`config.mk`:
```
export PLATFORM = sky130hd
export DESIGN_NAME = pend_preempt_sel
export DESIGN_NICKNAME = d
export VERILOG_FILES = /design/src/rtl/pend_sel_pkg.sv /design/src/rtl/pend_sel_ctrl.sv /design/src/rtl/pend_sel_dp.sv /design/src/rtl/pend_preempt_sel.sv
export SDC_FILE = /design/constraint.sdc
export NUM_CORES = 1
export LEC_CHECK = 0
export CELL_PAD_IN_SITES_DETAIL_PLACEMENT = 1
export CELL_PAD_IN_SITES_GLOBAL_PLACEMENT = 2
export CORE_AREA = 2 2 101 127
export CTS_BUF_LIST = sky130_fd_sc_hd__clkbuf_16
export DETAILED_ROUTE_END_ITERATION = 7
export DIE_AREA = 0 0 103 129
export PLACE_DENSITY_LB_ADDON = 0.08
export SLEW_MARGIN = 20
export SYNTH_ARGS = -nofsm -noshare
export SYNTH_HDL_FRONTEND = slang
export SYNTH_HIERARCHICAL = 1
export SYNTH_SLANG_ARGS = --single-unit
export TNS_END_PERCENT = 5
```
`constraint.sdc`:
```
create_clock -name clk -period 0.8 [get_ports clk]
set_input_delay 0.08 -clock clk [delete_from_list [all_inputs] [get_ports clk]]
set_output_delay 0.08 -clock clk [all_outputs]
set_load 0.01 [all_outputs]
```
`src/rtl/pend_sel_pkg.sv`:
```
package pend_sel_pkg;
  // strobes passed from the control decision to the datapath
  typedef struct packed {
    logic pickLocal;  // local candidate is the winner
    logic grant;      // winner may preempt
  } selStrobe_t;

  localparam int unsigned TYPE_LSB  = 29;
  localparam int unsigned VALID_BIT = 32;
endpackage

```
`src/rtl/pend_sel_ctrl.sv`:
```
module pend_sel_ctrl
  import pend_sel_pkg::*;
#(
  parameter int unsigned ND = 2,
  parameter int unsigned PW = 5,
  localparam int unsigned PIW = PW + 1,
  localparam int unsigned DW = (ND > 1) ? $clog2(ND) : 1
) (
  input  logic [DW-1:0]     domSel,
  input  logic [ND-1:0]     enVec,
  input  logic [ND*PW-1:0]  maskVec,
  input  logic [ND*PIW-1:0] actVec,
  input  logic [PIW-1:0]    locPrio,
  input  logic [PIW-1:0]    remPrio,
  output selStrobe_t        strobe
);
  localparam logic [PIW-1:0] IDLE = PIW'(1 << PW);

  logic [PW-1:0]  maskArr [ND];
  logic [PIW-1:0] runArr  [ND];

  // per-domain running priority: active value if real, idle otherwise
  for (genvar g = 0; g < ND; g++) begin : g_dom
    logic [PIW-1:0] actG;
    assign actG       = actVec[g*PIW +: PIW];
    assign maskArr[g] = maskVec[g*PW +: PW];
    assign runArr[g]  = (actG < IDLE) ? actG : IDLE;
  end

  logic           selEn;
  logic [PW-1:0]  selMask;
  logic [PIW-1:0] selRun;
  logic [PIW-1:0] bestPrio;
  logic           pickLocal;

  always_comb begin
    selEn   = 1'b0;
    selMask = '0;
    selRun  = IDLE;
    if (int'(domSel) < ND) begin
      selEn   = enVec[domSel];
      selMask = maskArr[domSel];
      selRun  = runArr[domSel];
    end
  end

  assign pickLocal = (locPrio <= remPrio);
  assign bestPrio  = pickLocal ? locPrio : remPrio;

  always_comb begin
    strobe.pickLocal = pickLocal;
    strobe.grant     = selEn
                     && (bestPrio < IDLE)
                     && (bestPrio <= {1'b0, selMask})
                     && (bestPrio < selRun);
  end
endmodule

```
`src/rtl/pend_sel_dp.sv`:
```
module pend_sel_dp
  import pend_sel_pkg::*;
#(
  parameter int unsigned IDW = 24,
  parameter int unsigned TW  = 3,
  parameter int unsigned PW  = 5,
  localparam int unsigned PIW = PW + 1
) (
  input  logic           clk,
  input  logic           rst_n,
  input  selStrobe_t     strobe,
  input  logic [IDW-1:0] locId,
  input  logic [TW-1:0]  locType,
  input  logic [PIW-1:0] locPrio,
  input  logic [IDW-1:0] remId,
  input  logic [TW-1:0]  remType,
  input  logic [PIW-1:0] remPrio,
  output logic [63:0]    hppiWord,
  output logic [PIW-1:0] hppiPrio
);
  localparam logic [PIW-1:0] IDLE = PIW'(1 << PW);

  logic [IDW-1:0] winId;
  logic [TW-1:0]  winType;
  logic [PIW-1:0] winPrio;
  logic [63:0]    nextWord;
  logic [PIW-1:0] nextPrio;

  assign winId   = strobe.pickLocal ? locId   : remId;
  assign winType = strobe.pickLocal ? locType : remType;
  assign winPrio = strobe.pickLocal ? locPrio : remPrio;

  always_comb begin
    nextWord = '0;
    nextPrio = IDLE;
    if (strobe.grant) begin
      nextWord[IDW-1:0]         = winId;
      nextWord[TYPE_LSB +: TW]  = winType;
      nextWord[VALID_BIT]       = 1'b1;
      nextPrio                  = winPrio;
    end
  end

  always_ff @(posedge clk or negedge rst_n) begin
    if (!rst_n) begin
      hppiWord <= '0;
      hppiPrio <= IDLE;
    end else begin
      hppiWord <= nextWord;
      hppiPrio <= nextPrio;
    end
  end
endmodule

```
`src/rtl/pend_preempt_sel.sv`:
```
module pend_preempt_sel
  import pend_sel_pkg::*;
#(
  parameter int unsigned ND  = 2,
  parameter int unsigned IDW = 24,
  parameter int unsigned TW  = 3,
  parameter int unsigned PW  = 5,
  localparam int unsigned PIW = PW + 1,
  localparam int unsigned DW  = (ND > 1) ? $clog2(ND) : 1
) (
  input  logic              clk,
  input  logic              rst_n,
  input  logic [DW-1:0]     domSel,
  input  logic [IDW-1:0]    locId,
  input  logic [TW-1:0]     locType,
  input  logic [PIW-1:0]    locPrio,
  input  logic [IDW-1:0]    remId,
  input  logic [TW-1:0]     remType,
  input  logic [PIW-1:0]    remPrio,
  input  logic [ND-1:0]     enVec,
  input  logic [ND*PW-1:0]  maskVec,
  input  logic [ND*PIW-1:0] actVec,
  output logic [63:0]       hppiWord,
  output logic [PIW-1:0]    hppiPrio
);
  selStrobe_t strobe;

  pend_sel_ctrl #(.ND(ND), .PW(PW)) u_ctrl (
    .domSel (domSel),
    .enVec  (enVec),
    .maskVec(maskVec),
    .actVec (actVec),
    .locPrio(locPrio),
    .remPrio(remPrio),
    .strobe (strobe)
  );

  pend_sel_dp #(.IDW(IDW), .TW(TW), .PW(PW)) u_dp (
    .clk     (clk),
    .rst_n   (rst_n),
    .strobe  (strobe),
    .locId   (locId),
    .locType (locType),
    .locPrio (locPrio),
    .remId   (remId),
    .remType (remType),
    .remPrio (remPrio),
    .hppiWord(hppiWord),
    .hppiPrio(hppiPrio)
  );
endmodule

```
==> run_results.csv <==
group,metric,value,unit
status,violations,"setup timing",
detailed_routing,wirelength,7869,um
sta,max_freq,364.4,MHz
synth,ys_ff_latch,34,
sta,min_period,2744,ps
status,outcome,"finished, violations left",
setup_path,slowest_delay,380,ps
floorplan,die-area,0.01329,mm2
synth,synth-seq-area-share,36.05,%
grt,grt_use_total,11.83,%
synth,synth_common_cells,"mux2i_1, buf_4, dfrtp_1, nor2b_1, ha_1",
synth,synth.area.top_cells,"dfrtp_1, mux2i_1, buf_4",
setup_path,cp_cell_sequence,"buf_12 > inv_12 > ha_4 > nand4_1 > o21bai_4 > a31oi_4 > mux2_4 > ha_4 > nor2_4 > nor3_4 > o21ai_1 > o2111ai_2 > buf_4 > nor3_4 > buf_6 > nor2b_4",
hold_path,hold_end,"u_dp/hppiPrio[5]",
cts,htree_levels,2,
sta,fin_worst_hold_slack,171.4,ps
grt,antenna_found_initial,0,
floorplan,ios,163,
synth,synth_area,0.002364,mm2
sta,setup-tns-final,-66430,ps
hold_path,hp-start,"remPrio[5]",
power_and_ir_drop,finalPower,0.006244,W
setup_path,worstSetupEndpointType,"flip-flop",
hold_path,min_path_cells,4,
grt,grt_pass1_wl,11520,um
power_and_ir_drop,ir_drop,772.8,uV
sta,finalCritPeriodShare,343.0,%
floorplan,start_util,19.62,%
floorplan,die_height,129,um
detailed_routing,drtIter0Drc,8,
run,maxCapViolations,0,
final_layout,antenna_cells,0,
final_layout,nFillCells,1408,
cts,clockBufferDepth,2,
sta,drv_slew,0,
cts,cts.clk_slew.worst_paths,50,ps
floorplan,die_x,103,um
setup_path,worstPathRequired,1010,ps
synth,synthMuxAreaShare,20.28,%
synth,syn_inst,218,
synth,synth_fa_ha_area_share,8.470,%
detailed_routing,first_pass_iters,3,
detailed_routing,final_antenna_net_count,0,
power_and_ir_drop,power_density,1431,mW/mm2
synth,synth_simple_gate_area_share,12.23,%
final_layout,area_delta_synth_final,84.59,%
placed_design,io_buffers,126,
detailed_routing,vias_per_cell,3.770,
grt,grt_overflow,0,
final_layout,final_layout_size_suffix_gt1_share,36.84,%
sta,finalHoldViolations,0,
power_and_ir_drop,p_leak,2.071,nW
setup_path,worstSetupStartpointType,"input pin",
setup_path,path_buf_inv,4,
setup_path,crit_family,"compound AO/OA/AOI/OAI gates",
synth,async_flop_share,100.0,%
synth,synth-xor-area-share,0,%
detailed_routing,drc_errors,0,
cts,clock_sinks,34,
setup_path,cp.arrival,2960,ps
cts,cts_tree,"built",
sta,layout_setup_ws,-1944,ps
synth,synth_top_family_by_area,"multiplexers",
grt,grt_pass1_vias,2218,
setup_path,crit_fanout,8,
detailed_routing,vias,2051,
detailed_routing,post_drt_wl_per_cell,14.47,um
synth,synth_cell_types,29,
floorplan,core,0.01205,mm2
cts,cts_root_buffer,"clkbuf_16",
sta,rsz0062_at_grt,"yes",
final_layout,fin_util,36.21,%
floorplan,fp-row-count,45,
synth,synth_top_area_cell,"dfrtp_1",
placed_design,dp_hpwl,6192,um
final_layout,nNetsFinal,488,
hold_path,min-delay-path-class,"in -> reg",
synth,synth-compound-area-share,6.247,%
sta,setup_viol,68,
cts,cts_buffers,5,
grt,grt_max_degree,19,
synth,syn_avg_cell_area,10.84,um2
synth,synth.most_common_cell,"mux2i_1",
setup_path,slowest_stage,"mux2_4",
synth,synth_flop_cell,"dfrtp_1",
setup_path,critPathKind,"in -> reg",
synth,yosys_warnings,6,
synth,synth-edff-count,0,
synth,yosys.area.top_type_share,34.94,%
placed_design,gp_congestion,0.7140,
==> per-stage QoR <==
step	instance area, um2	instances	worst slack (ps)
after floorplan	2587	253	-1832
after global placement	3904	522	-3262
after detailed placement	3904	522	-3337
after CTS	4263	544	-1997
after global routing	4363	544	-2098
final	4363	544	-1944
==> worst max path at each step <==
| stage | startpoint | to | slack, ps | cells after the start |
|---|---|---|---|---|
| CTS | remPrio[4] | u_dp/hppiWord[20] | -2000 | 17 |
| global route | remPrio[4] | u_dp/hppiPrio[1] | -2100 | 16 |
| finish | remPrio[4] | u_dp/hppiWord[15] | -1940 | 16 |
| detailed placement | remPrio[4] | u_dp/hppiWord[5] | -3340 | 15 |
| floorplan | remPrio[4] | u_dp/hppiPrio[0] | -1830 | 14 |
| global placement | remPrio[4] | u_dp/hppiWord[29] | -3260 | 15 |
==> final cells by class <==
class	count	area, um2	share of cell area [%]
Clock buffer	5	125.1	2.868
Clock inverter	3	12.51	0.2868
Inverter	7	48.80	1.118
Multi-Input combinational cell	168	1567	35.90
Sequential cell	34	852.1	19.53
Tap cell	164	205.2	4.703
Timing Repair Buffer	163	1553	35.59
==> state kept, by name, indices dropped and copies added (netlist names) <==
register	flops
u_dp/hppiWord	28
u_dp/hppiPrio	6
==> report_power, final <==
group	switching, W	internal (W)	total, W
Combinational	0.00111	0.00146	0.00257
Clock	0.000669	0.00112	0.00179
Sequential	0.0000403	0.00184	0.00188
==> layout by cell type (no fill, tap or decap), types with 5 or more instances in the layout <==
cell type	count
clkbuf_16	5
buf_4	26
conb_1	36
a22oi_1	5
nor2b_4	10
buf_6	27
buf_2	22
dfrtp_1	33
mux2_4	5
buf_12	5
clkdlybuf4s50_1	79
ha_4	11
nor2b_1	23
mux2i_1	39
==> worst min-delay path: stages <==
cell	delay [ps]
buf_6	80
buf_4	110
mux2i_1	70
nand2_1	70
==> repair_timing <==
action / CTS / global route
setup buffers: 11 / 0
endpoints found under the setup margin: 68 / 68
endpoints found under the hold margin: 34 / 0
gates cloned: 2 / 1
gates resized for setup: 228 / 36
hold buffers: 1 / 0
pin swaps: 15 / 13
==> per-layer routing <==
metal  share of wire (%)  GRT usage (%)  vias to the layer above
met5                   0              0                        -
met4                 2.4          5.108                        0
met3                 7.6          2.336                        8
met2                  52          21.96                       97
met1                  38          12.73                      955
li1                    -              -                      991
==> logic make-up (layout without fill, tap and decap cells) <==
kind of cell,Yosys count,after routing
AOI/OAI and AO/OA,19,19
adders and majority gates,16,16
muxes,47,47
and+or+nand+nor,49,50
other,1,36
buffers and inverters,52,178
DFF,34,34
Note: power is estimated with default switching activity, not from simulation.
